[src/rtl/audio_if_router_pkg.sv]
package audio_if_router_pkg;

  localparam int MODE_W = 2;

  typedef enum logic [MODE_W-1:0] {
    MODE_SPLIT      = 2'b00,
    MODE_VOICE_ON_ST = 2'b01,
    MODE_HIFI_SHARED = 2'b10,
    MODE_HIFI_DUALFS = 2'b11
  } ifMode_e;

  // Strobes from control to datapath
  typedef struct packed {
    logic frameEdge;
    logic modeLoad;
  } routerStrobe_t;

endpackage

[src/rtl/audio_if_router_ctrl.sv]
module audio_if_router_ctrl
  import audio_if_router_pkg::*;
(
  input  logic                 clk,
  input  logic                 rstN,
  input  logic                 stLrck,
  input  logic [MODE_W-1:0]    reqMode,
  input  logic [MODE_W-1:0]    curMode,
  output routerStrobe_t        strobe
);

  logic lrckQ;

  always_ff @(posedge clk) begin
    if (!rstN) lrckQ <= 1'b0;
    else       lrckQ <= stLrck;
  end

  always_comb begin
    strobe.frameEdge = stLrck & ~lrckQ;
    strobe.modeLoad  = strobe.frameEdge && (reqMode != curMode);
  end

endmodule

[src/rtl/audio_if_router_dp.sv]
module audio_if_router_dp
  import audio_if_router_pkg::*;
#(
  parameter int WL_W  = 2,
  parameter int FMT_W = 2,
  parameter logic [MODE_W-1:0] RESET_MODE = MODE_SPLIT
) (
  input  logic               clk,
  input  logic               rstN,
  input  routerStrobe_t      strobe,
  input  logic [MODE_W-1:0]  reqMode,
  input  logic               dualOut,
  input  logic [WL_W-1:0]    stWl,
  input  logic [FMT_W-1:0]   stFmt,
  input  logic [WL_W-1:0]    vcWl,
  input  logic [FMT_W-1:0]   vcFmt,
  input  logic               stBclk,
  input  logic               stLrck,
  input  logic               vcBclk,
  input  logic               vcFs,
  input  logic               stDin,
  input  logic               vcDin,
  input  logic               capIn,
  output logic [MODE_W-1:0]  curMode,
  output logic               hifiPlayData,
  output logic               hifiPlayBclk,
  output logic               hifiPlayFrm,
  output logic [WL_W-1:0]    hifiPlayWl,
  output logic [FMT_W-1:0]   hifiPlayFmt,
  output logic               voicePlayData,
  output logic               voicePlayBclk,
  output logic               voicePlayFrm,
  output logic [WL_W-1:0]    voicePlayWl,
  output logic [FMT_W-1:0]   voicePlayFmt,
  output logic               capBclk,
  output logic               capFrm,
  output logic [WL_W-1:0]    capWl,
  output logic [FMT_W-1:0]   capFmt,
  output logic               stDout,
  output logic               vcDout
);

  ifMode_e modeQ;
  logic    capOnVoicePort;

  always_ff @(posedge clk) begin
    if (!rstN)                modeQ <= ifMode_e'(RESET_MODE);
    else if (strobe.modeLoad) modeQ <= ifMode_e'(reqMode);
  end

  assign curMode = modeQ;

  // Per-path configuration follows the path, never the port
  assign hifiPlayWl   = stWl;
  assign hifiPlayFmt  = stFmt;
  assign voicePlayWl  = vcWl;
  assign voicePlayFmt = vcFmt;
  assign capWl        = vcWl;
  assign capFmt       = vcFmt;

  always_comb begin
    hifiPlayData  = 1'b0;
    hifiPlayBclk  = 1'b0;
    hifiPlayFrm   = 1'b0;
    voicePlayData = 1'b0;
    voicePlayBclk = 1'b0;
    voicePlayFrm  = 1'b0;
    capBclk       = stBclk;
    capFrm        = stLrck;
    capOnVoicePort = 1'b0;
    unique case (modeQ)
      MODE_SPLIT: begin
        hifiPlayData   = stDin;
        hifiPlayBclk   = stBclk;
        hifiPlayFrm    = stLrck;
        voicePlayData  = vcDin;
        voicePlayBclk  = vcBclk;
        voicePlayFrm   = vcFs;
        capBclk        = vcBclk;
        capFrm         = vcFs;
        capOnVoicePort = 1'b1;
      end
      MODE_VOICE_ON_ST: begin
        voicePlayData = stDin;
        voicePlayBclk = stBclk;
        voicePlayFrm  = stLrck;
      end
      MODE_HIFI_SHARED: begin
        hifiPlayData = stDin;
        hifiPlayBclk = stBclk;
        hifiPlayFrm  = stLrck;
      end
      MODE_HIFI_DUALFS: begin
        hifiPlayData = stDin;
        hifiPlayBclk = stBclk;
        hifiPlayFrm  = stLrck;
        capFrm       = vcFs;
      end
      default: ;
    endcase
  end

  always_comb begin
    stDout = (capOnVoicePort ? dualOut : 1'b1) & capIn;
    vcDout = (capOnVoicePort ? 1'b1 : dualOut) & capIn;
  end

endmodule

[src/rtl/audio_if_router.sv]
module audio_if_router
  import audio_if_router_pkg::*;
#(
  parameter int WL_W  = 2,
  parameter int FMT_W = 2
) (
  input  logic             clk,
  input  logic             rstN,
  input  logic [1:0]       ifMode,
  input  logic             dualOut,
  input  logic [WL_W-1:0]  stWl,
  input  logic [FMT_W-1:0] stFmt,
  input  logic [WL_W-1:0]  vcWl,
  input  logic [FMT_W-1:0] vcFmt,
  input  logic             stBclk,
  input  logic             stLrck,
  input  logic             vcBclk,
  input  logic             vcFs,
  input  logic             stDin,
  input  logic             vcDin,
  input  logic             capIn,
  output logic             hifiPlayData,
  output logic             hifiPlayBclk,
  output logic             hifiPlayFrm,
  output logic [WL_W-1:0]  hifiPlayWl,
  output logic [FMT_W-1:0] hifiPlayFmt,
  output logic             voicePlayData,
  output logic             voicePlayBclk,
  output logic             voicePlayFrm,
  output logic [WL_W-1:0]  voicePlayWl,
  output logic [FMT_W-1:0] voicePlayFmt,
  output logic             capBclk,
  output logic             capFrm,
  output logic [WL_W-1:0]  capWl,
  output logic [FMT_W-1:0] capFmt,
  output logic             stDout,
  output logic             vcDout
);

  routerStrobe_t       strobe;
  logic [MODE_W-1:0]   curMode;

  audio_if_router_ctrl i_ctrl (
    .clk     (clk),
    .rstN    (rstN),
    .stLrck  (stLrck),
    .reqMode (ifMode),
    .curMode (curMode),
    .strobe  (strobe)
  );

  audio_if_router_dp #(
    .WL_W  (WL_W),
    .FMT_W (FMT_W)
  ) i_dp (
    .clk           (clk),
    .rstN          (rstN),
    .strobe        (strobe),
    .reqMode       (ifMode),
    .dualOut       (dualOut),
    .stWl          (stWl),
    .stFmt         (stFmt),
    .vcWl          (vcWl),
    .vcFmt         (vcFmt),
    .stBclk        (stBclk),
    .stLrck        (stLrck),
    .vcBclk        (vcBclk),
    .vcFs          (vcFs),
    .stDin         (stDin),
    .vcDin         (vcDin),
    .capIn         (capIn),
    .curMode       (curMode),
    .hifiPlayData  (hifiPlayData),
    .hifiPlayBclk  (hifiPlayBclk),
    .hifiPlayFrm   (hifiPlayFrm),
    .hifiPlayWl    (hifiPlayWl),
    .hifiPlayFmt   (hifiPlayFmt),
    .voicePlayData (voicePlayData),
    .voicePlayBclk (voicePlayBclk),
    .voicePlayFrm  (voicePlayFrm),
    .voicePlayWl   (voicePlayWl),
    .voicePlayFmt  (voicePlayFmt),
    .capBclk       (capBclk),
    .capFrm        (capFrm),
    .capWl         (capWl),
    .capFmt        (capFmt),
    .stDout        (stDout),
    .vcDout        (vcDout)
  );

endmodule

[config.mk]
export PLATFORM = sky130hd
export DESIGN_NAME = audio_if_router
export DESIGN_NICKNAME = d
export VERILOG_FILES = /design/src/rtl/audio_if_router_pkg.sv /design/src/rtl/audio_if_router_ctrl.sv /design/src/rtl/audio_if_router_dp.sv /design/src/rtl/audio_if_router.sv
export SDC_FILE = /design/constraint.sdc
export NUM_CORES = 1
export LEC_CHECK = 0
export ABC_AREA = 1
export BUFFER_PORTS_ARGS = -buffer_cell sky130_fd_sc_hd__buf_4
export CORE_AREA = 2 2 39 41
export CTS_BUF_LIST = sky130_fd_sc_hd__clkbuf_4 sky130_fd_sc_hd__clkbuf_8
export CTS_CLUSTER_SIZE = 14
export DETAILED_ROUTE_END_ITERATION = 12
export DIE_AREA = 0 0 41 43
export PLACE_DENSITY = 0.7
export SLEW_MARGIN = 40
export SYNTH_ARGS = -nofsm -noshare
export SYNTH_HDL_FRONTEND = slang
export SYNTH_SLANG_ARGS = --single-unit
[constraint.sdc]
create_clock -name clk -period 1.2 [get_ports clk]
set_input_delay 0.3 -clock clk [delete_from_list [all_inputs] [get_ports clk]]
set_output_delay 0.3 -clock clk [all_outputs]
set_load 0.005 [all_outputs]
==> results_dict.tcl, run 1 <==
set metrics [dict create \
    status "finished with violations" \
    violations "setup timing" \
    cp.arrival_ns 1.10 \
    cts_tree "done" \
    dieWidth_um 41 \
    h-tree-depth 1 \
    die_h_um 43 \
    port_buffers 21 \
    required_ns 0.90 \
    critPathKind "reg -> out" \
    row_count 14 \
    clkLatencyLatePin_ns 0.23 \
    synth.area.top_cells "buf_4, dfxtp_1, inv_1" \
    antenna_found_initial 0 \
    grt_pass1_wl_um 1104 \
    path_common_cell "inv_2" \
    path_cells "inv_2, ha_4, inv_2, o22ai_2, buf_4" \
    worstSetupEndpointType "output port" \
    ys_seq_area_share_pct 18.11 \
    postLayoutCoreUtil_pct 41.50 \
    hold_viol_final 0 \
    synth_area_sq_um 331.6 \
    dr.pass1.iters 3 \
    initial_utilization_pct 23.96 \
    fin_setup_tns_ns -1.763 \
    drc 0 \
    start_kind "flip-flop" \
    drt-vias-per-instance 4.184 \
    switching_power_uw 145.6 \
    fmax_mhz 715.2 \
    combPwrFrac_pct 42.1 \
    yosysTopAreaCellShare_pct 27.17 \
    syn_area_per_cell_sq_um 6.256 \
    pwr-share-seq_pct 21.2 \
    cts.clk_slew.worst_paths_ns 0.04 \
    drt_wl_total_um 728 \
    power_density_nw_per_um2 927.2 \
    ys_seq_elements 3 \
    ir_drop_mv 0.6899 \
    grt_use_total_pct 9.127 \
    yosys_warnings 0 \
    synth.largest_area_cell "buf_4" \
    syn_nets 76 \
    clock_tree.root_cell "clkbuf_4" \
    drive_gt1_share_pct 69.01 \
    worst_pin_slew_ns 0.1287 \
    clock_skew_ns 0.002025 \
    slew_headroom_pct 91.41 \
    synth_common_cells "buf_4, inv_1, nand2_1" \
    async_reset_ff_share_pct 0 \
    grt_overflow 0 \
    worstPathMaxFanout 5 \
    wl_per_cell_um 8.368 \
    synthFlopType "dfxtp_1" \
    internal_power_uw 386.9 \
    diodes 0 \
    clkPwrFrac_pct 36.7 \
    ant_nets 0 \
    hold_path.class "in -> reg" \
    place.gp.congestion 0.6691 \
    cts_buffers 3 \
    hold_buffers 0 \
    drtIter0Drc 6 \
    syn_inst 53 \
    ys_types 10 \
    core_area_sq_um 1384 \
    period_minus_slack_ns 1.398 \
    dp_hpwl_um 549 \
    setup_slack_ns -0.1982 \
    dieArea_sq_um 1763 \
    min_period_over_period_pct 116.5 \
    max_cap_violations 0 \
    syn_to_final_growth_pct 73.21 \
    rsz0062_at_grt "true" \
    ios 42 \
    critical-path-slowest-cell "dfxtp_2" \
    netSwitchingFraction_pct 27.34 \
    finalSetupViolCount 10 \
    grt_pass1_vias 311 \
    grt_max_degree 6 \
    cts.path.max_buffers 2 \
    slew_viol_final 0 \
    layout.nets 95 \
    cpPeakStageDelay_ns 0.32 \
    power.leakage_uw 0.0003076 \
    cts_sinks 3 \
    synth_edf_count 0 \
    vias 364 \
]
-- layer usage --
metal	routed length, um	track usage, %	up-vias
met5	0	0	-
met4	14	5.333	0
met3	83	4.712	7
met2	376	14.37	15
met1	253	8.974	159
li1	-	-	183
-- through the flow --
stage	worst slack (ns)	hold slack, ns	instances	area [sq um]	total power (uW)
finish	-0.1982	0.2767	87	574.3	532.5
floorplan	0.02688	0.3935	53	331.6	207.0
global placement	-0.07807	0.5045	82	449.2	275.7
global route	-0.2479	0.2787	87	574.3	574.8
CTS	-0.1972	0.2730	87	548.0	522.0
detailed placement	-0.1009	0.5043	82	449.2	279.0
-- worst max-delay path, delay by kind of cell, from the launching register on --
kind	cells	cell delay [ns]
AOI/OAI and AO/OA	1	0.13
DFF	1	0.32
buffers and inverters	3	0.25
adders and majority gates	1	0.17
-- flip-flops by register name, summed over array words and instances, names as in the netlist --
| register | count |
|---|---|
| i_ctrl.lrckQ | 1 |
| i_dp.curMode | 2 |
-- worst paths after layout --
kind / startpoint / cells after the start / to / slack (ns)
worst max-delay path: i_dp.curMode[0]$_SDFFE_PN0P_ / 5 / voicePlayFrm / -0.20
worst min-delay path: rstN / 3 / i_ctrl.lrckQ$_SDFF_PN0_ / 0.28
worst max register to register: i_dp.curMode[0]$_SDFFE_PN0P_ / 6 / i_dp.curMode[0]$_SDFFE_PN0P_ / 0.34
worst min register to register: i_ctrl.lrckQ$_SDFF_PN0_ / 4 / i_dp.curMode[1]$_SDFFE_PN0P_ / 0.57
-- power by group through the flow --
| stage | clock network [uW] | logic [uW] | registers, uW |
|---|---|---|---|
| finish | 195 | 224 | 113 |
| global route | 214 | 247 | 113 |
| CTS | 204 | 205 | 113 |
| detailed placement | 0 | 168 | 111 |
| global placement | 0 | 165 | 111 |
| floorplan | 0 | 95.7 | 111 |
-- final cells by class --
type | instances | area, sq um
fillers | 155 | 809.5
repair buffers | 26 | 202.7
multi-input cells | 26 | 209.0
inverters | 12 | 50.05
clock buffers | 4 | 30.03
well taps | 16 | 20.02
flip-flops and latches | 3 | 62.56
-- cell usage in the layout (no fill, tap or decap), drive strengths merged --
master  count
nor2        7
o21ai       4
a21oi       2
buf        26
dfxtp       3
clkbuf      4
inv        12
o22ai       1
ha          3
nand2       9
-- logic make-up (layout without fill, tap and decap cells) --
family          after synthesis  after routing  synth area share [%]
fa+ha+maj                     3              3                 11.32
compound gates                7              7                 10.94
flops                         3              3                 18.11
buf+inv                      24             42                 40.75
simple gates                 16             16                 18.87
-- timing repair --
action                                  in CTS  in global routing
setup buffers                                1                  0
pin swaps                                    6                  2
endpoints found under the setup margin      10                 10
resized for setup                           21                  9
Note: power is estimated with default switching activity, not from simulation.
==> inputs of run 2 (changes only) <==
--- a/config.mk
+++ b/config.mk
@@ -8,12 +8,11 @@
 export ABC_AREA = 1
 export BUFFER_PORTS_ARGS = -buffer_cell sky130_fd_sc_hd__buf_4
 export CORE_AREA = 2 2 39 41
-export CTS_BUF_LIST = sky130_fd_sc_hd__clkbuf_4 sky130_fd_sc_hd__clkbuf_8
+export CTS_BUF_LIST = sky130_fd_sc_hd__clkbuf_8
 export CTS_CLUSTER_SIZE = 14
 export DETAILED_ROUTE_END_ITERATION = 12
 export DIE_AREA = 0 0 41 43
 export PLACE_DENSITY = 0.7
-export SLEW_MARGIN = 40
 export SYNTH_ARGS = -nofsm -noshare
 export SYNTH_HDL_FRONTEND = slang
 export SYNTH_SLANG_ARGS = --single-unit
==> results_dict.tcl, run 2 (synthesized netlist as in run 1, its figures left out) <==
set metrics [dict create \
    status "finished with violations" \
    violations "setup timing" \
    clkPwrFrac_pct 46.1 \
    wl_per_cell_um 8.862 \
    r2r_start "i_dp.curMode[0]$_SDFFE_PN0P_" \
    p_total_uw 627.1 \
    drt-vias-per-instance 4.126 \
    drc 0 \
    grt_busiest_layer "met2" \
    hold_path.class "in -> reg" \
    grtUsageMet3_pct 4.712 \
    ir_drop_mv 0.6977 \
    slew_viol_final 0 \
    postLayoutCoreUtil_pct 42.59 \
    syn_to_final_growth_pct 77.74 \
    port_buffers 21 \
    grt_pass1_vias 322 \
    layout.nets 95 \
    worst_pin_slew_ns 0.1287 \
    diodes 0 \
    min_period_over_period_pct 115.9 \
    final_cell_mix "buf_4, inv_1, nand2_1" \
    worstSetupEndpointType "output port" \
    grt_use_total_pct 10.43 \
    cts.path.max_buffers 2 \
    dp_hpwl_um 549 \
    setup_slack_ns -0.1904 \
    finalSetupViolCount 10 \
    hold_depth 3 \
    cts_sinks 3 \
    critPathKind "reg -> out" \
    hold_viol_final 0 \
    h-tree-depth 1 \
    place.gp.congestion 0.6691 \
    combPwrFrac_pct 35.8 \
    rrSetupSlack_ns 0.34 \
    ant_nets 0 \
    initial_utilization_pct 23.96 \
    final_area_sq_um 589.3 \
    period_minus_slack_ns 1.390 \
    power.leakage_uw 0.0003161 \
    clock_skew_ns 0.001299 \
    worstHoldStart "rstN" \
    drt_wl_total_um 771 \
    drtIter0Drc 1 \
    dieArea_sq_um 1763 \
    met2_usage_pct 15.31 \
    grt_max_degree 6 \
    netSwitchingFraction_pct 26.88 \
    required_ns 0.90 \
    path_cells "inv_2, ha_4, inv_2, o22ai_2, buf_4" \
    cp.arrival_ns 1.09 \
    r2r_cells 6 \
    final_common_cell "buf_4" \
    clock_tree.root_cell "clkbuf_8" \
    cts_buffers 3 \
    internal_power_uw 458.5 \
    dieWidth_um 41 \
    r2r_end "i_dp.curMode[0]$_SDFFE_PN0P_" \
    largest_reg_flops 2 \
    fin_setup_tns_ns -1.665 \
    path_common_cell "inv_2" \
    clkLatencyLatePin_ns 0.22 \
    cpPeakStageDelay_ns 0.32 \
    cts.clk_slew.worst_paths_ns 0.03 \
    grt_overflow 0 \
    place_area_sq_um 449.2 \
    slew_headroom_pct 91.41 \
    cts_tree "done" \
    drive_gt1_share_pct 67.61 \
    ios 42 \
    max_cap_violations 0 \
    core_area_sq_um 1384 \
    die_h_um 43 \
    fmax_mhz 719.2 \
    gr-usage-met1_pct 9.295 \
    critical-path-slowest-cell "dfxtp_2" \
    pwr-share-seq_pct 18.1 \
    grt_pass1_wl_um 1186 \
    start_kind "flip-flop" \
    power_density_nw_per_um2 1064 \
    switching_power_uw 168.6 \
    vias 359 \
    worstPathMaxFanout 5 \
    holdPathEnd "i_ctrl.lrckQ$_SDFF_PN0_" \
    antenna_found_initial 0 \
    dr.pass1.iters 2 \
    row_count 14 \
    rsz0062_at_grt "true" \
]
-- run 2: worst max-delay path by stage --
stage,cells after the start,to,start
finish,5,voicePlayFrm,i_dp.curMode[0]$_SDFFE_PN0P_
detailed placement,5,voicePlayFrm,i_dp.curMode[1]$_SDFFE_PN0P_
CTS,5,capFrm,i_dp.curMode[0]$_SDFFE_PN0P_
global route,5,voicePlayFrm,i_dp.curMode[0]$_SDFFE_PN0P_
global placement,5,voicePlayFrm,i_dp.curMode[1]$_SDFFE_PN0P_
floorplan,3,capFrm,i_dp.curMode[0]$_SDFFE_PN0P_
-- run 2: layout make-up --
type | count | area, sq um
fillers | 150 | 794.5
flip-flops and latches | 3 | 62.56
inverters | 12 | 50.05
clock inverters | 1 | 3.754
multi-input cells | 26 | 209.0
clock buffers | 3 | 41.29
repair buffers | 26 | 202.7
well taps | 16 | 20.02
-- run 2: power by group through the flow --
stage          sequential, uW  clock, uW  combinational [uW]
2_1_floorplan             111          0                95.7
3_3_place_gp              111          0                 165
3_5_place_dp              111          0                 168
4_1_cts                   113        301                 206
5_1_grt                   114        308                 247
6_report                  113        289                 224
-- run 2: through the flow --
stage	instances	worst slack, ns	hold WS (ns)
5_1_grt	87	-0.2345	0.2967
4_1_cts	87	-0.1850	0.2867
2_1_floorplan	53	0.02688	0.3935
3_5_place_dp	82	-0.1009	0.5043
6_report	87	-0.1904	0.2881
3_3_place_gp	82	-0.07807	0.5045
-- run 2: repair_timing --
action                                 CTS  global route
hold buffers                             0             0
endpoints found under the hold margin    0             0
gates resized for setup                 22             8
pin swaps                                6             2
setup buffers                            1             0
cloned                                   0             0
setup endpoints to repair               10            10
-- run 2: metal layers --
layer / vias to the layer above / share of wire, %
met5: - / 0
met4: 0 / 1.8
met3: 7 / 11
met2: 15 / 53
met1: 157 / 34
li1: 180 / -
-- run 2: worst max-delay path: cells and delay by family (launching register included) --
family | cells | cell delay [ns]
flops | 1 | 0.32
compound gates | 1 | 0.13
buf+inv | 3 | 0.25
fa+ha+maj | 1 | 0.17
==> inputs of run 3 (changes only) <==
--- a/config.mk
+++ b/config.mk
@@ -5,14 +5,14 @@
 export SDC_FILE = /design/constraint.sdc
 export NUM_CORES = 1
 export LEC_CHECK = 0
-export ABC_AREA = 1
 export BUFFER_PORTS_ARGS = -buffer_cell sky130_fd_sc_hd__buf_4
 export CORE_AREA = 2 2 39 41
 export CTS_BUF_LIST = sky130_fd_sc_hd__clkbuf_8
 export CTS_CLUSTER_SIZE = 14
 export DETAILED_ROUTE_END_ITERATION = 12
 export DIE_AREA = 0 0 41 43
-export PLACE_DENSITY = 0.7
+export GPL_ROUTABILITY_DRIVEN = 0
+export PLACE_DENSITY = 0.71
 export SYNTH_ARGS = -nofsm -noshare
 export SYNTH_HDL_FRONTEND = slang
 export SYNTH_SLANG_ARGS = --single-unit
==> results_dict.tcl, run 3 <==
set metrics [dict create \
    layout.nets 80 \
    synthFlopType "dfxtp_1" \
    cts_tree "done" \
    ios 42 \
    vias 304 \
    ir_drop_mv 0.5131 \
    row_count 14 \
    ant_nets 0 \
    rrSetupSlack_ns 0.48 \
    initial_utilization_pct 24.59 \
    dieWidth_um 41 \
    power.leakage_uw 0.0002758 \
    dr.pass1.iters 2 \
    r2r_cells 3 \
    finalSetupViolCount 10 \
    final_common_cell "buf_4" \
    antenna_found_initial 0 \
    hold_depth 2 \
    critPathKind "reg -> out" \
    die_h_um 43 \
    final_area_sq_um 561.8 \
    r2r_start "i_dp.curMode[0]$_SDFFE_PN0P_" \
    cts.clk_slew.worst_paths_ns 0.03 \
    grt_max_degree 7 \
    cts.path.max_buffers 2 \
    start_kind "flip-flop" \
    synth.largest_area_cell "buf_4" \
    clock_tree.root_cell "clkbuf_8" \
    ys_seq_area_share_pct 17.65 \
    core_area_sq_um 1384 \
    period_minus_slack_ns 1.545 \
    yosysTopAreaCellShare_pct 26.47 \
    port_buffers 21 \
    worstPathMaxFanout 2 \
    worst_pin_slew_ns 0.1187 \
    drt-vias-per-instance 4.222 \
    syn_nets 62 \
    slew_viol_final 0 \
    synth.area.top_cells "buf_4, dfxtp_1, ha_1" \
    synth_xor_area_share_pct 0 \
    grt_use_total_pct 8.818 \
    syn_to_final_growth_pct 65.07 \
    h-tree-depth 1 \
    cp.arrival_ns 1.25 \
    async_reset_ff_share_pct 0 \
    worstHoldStart "rstN" \
    fmax_mhz 647.1 \
    wl_per_cell_um 10.25 \
    drtIter0Drc 2 \
    synthMuxAreaShare_pct 13.60 \
    yosysMostFrequentCell "buf_4" \
    grt_overflow 0 \
    synth_area_sq_um 340.3 \
    syn_inst 39 \
    synth_adder_area_share_pct 11.03 \
    ys_types 14 \
    post-place-ws_ns -0.1675 \
    r2r_end "i_dp.curMode[0]$_SDFFE_PN0P_" \
    synth_compound_area_share_pct 12.13 \
    yosys_warnings 0 \
    largest_reg_flops 2 \
    clkLatencyLatePin_ns 0.21 \
    fin_setup_tns_ns -2.481 \
    min_period_over_period_pct 128.8 \
    diodes 0 \
    clock_skew_ns 0.001002 \
    power_density_nw_per_um2 1047 \
    grt_pass1_wl_um 952 \
    drive_gt1_share_pct 69.64 \
    holdWs_ns 0.3295 \
    synth_edf_count 0 \
    final_cell_mix "buf_4, nand2_1" \
    multiInputGateArea_sq_um 224.0 \
    fill_cells 150 \
    synthSimpleGateAreaFrac_pct 15.81 \
    rsz0062_at_grt "true" \
    dieArea_sq_um 1763 \
    violations "setup timing" \
    cts_sinks 3 \
    ys_seq_elements 3 \
    max_cap_violations 0 \
    synth_common_cells "buf_4, nand2_1" \
    regArea_sq_um 62.56 \
    hold_path.class "in -> reg" \
    drc 0 \
    slew_headroom_pct 91.86 \
    status "finished with violations" \
    syn_area_per_cell_sq_um 8.726 \
    cts_buffers 3 \
    setup_slack_ns -0.3455 \
    cp-startpoint "i_dp.curMode[0]$_SDFFE_PN0P_" \
    holdPathEnd "i_ctrl.lrckQ$_SDFF_PN0_" \
    required_ns 0.90 \
    synth_top_family_by_area "buffers and inverters" \
    hold_viol_final 0 \
    drt_wl_total_um 738 \
    grt_pass1_vias 262 \
    worstSetupEndpointType "output port" \
    place_area_sq_um 460.4 \
]
[run 3: cells by family (layout without fill, tap and decap cells)]
group                    count (synthesis)  in the layout
buffers and inverters                   15             32
AND/OR/NAND/NOR                          9              9
AO/OA/AOI/OAI                            5              5
multiplexers                             4              4
adder cells (fa/ha/maj)                  3              3
flip-flops                               3              3
[run 3: cell type report]
cell class / count / share of cell area, %
Multi-Input combinational cell: 21 / 39.87
Timing Repair Buffer: 25 / 35.41
Sequential cell: 3 / 11.14
Clock buffer: 3 / 7.350
Tap cell: 16 / 3.563
Inverter: 3 / 2.004
Clock inverter: 1 / 0.6682
[run 3: per-layer routing]
| metal | track usage, % | share of wire, % | vias up |
|---|---|---|---|
| li1 | - | - | 149 |
| met1 | 6.390 | 39 | 128 |
| met4 | 10.00 | 2.0 | 0 |
| met2 | 14.37 | 45 | 25 |
| met5 | 0 | 0 | - |
| met3 | 3.665 | 14 | 2 |
[run 3: worst max path at each step]
stage	cells past startpoint	slack, ns	endpoint
global route	4	-0.38	capFrm
floorplan	3	-0.01	capFrm
finish	4	-0.35	capFrm
CTS	4	-0.35	capFrm
detailed placement	4	-0.17	capFrm
global placement	4	-0.14	capFrm
[run 3: where the power goes]
group / internal (uW) / switching [uW]
Combinational: 128 / 65.2
Clock: 218 / 65.9
Sequential: 107 / 4.20
Total: 453 / 135
[run 3: metrics by stage]
stage | cells | total power, uW | util (%)
global placement | 66 | 276.8 | 33.27
finish | 72 | 588.0 | 40.60
floorplan | 39 | 220.1 | -
CTS | 71 | 593.1 | 40.05
detailed placement | 66 | 281.3 | 33.27
global route | 72 | 627.4 | 40.60
[run 3: repair_timing]
| item | 4_1_cts | 5_1_grt |
|---|---|---|
| endpoints found under the hold margin | 0 | 0 |
| setup buffers | 1 | 1 |
| pin swaps | 0 | 1 |
| hold buffers | 0 | 0 |
| gates resized for setup | 10 | 0 |
| setup endpoints to repair | 10 | 10 |
| cloned | 0 | 0 |
[run 3: critical path: stages (launching register included)]
cell and delay [ns]:
dfxtp_2 0.33, inv_2 0.04, ha_4 0.25, mux2_4 0.29, buf_6 0.11
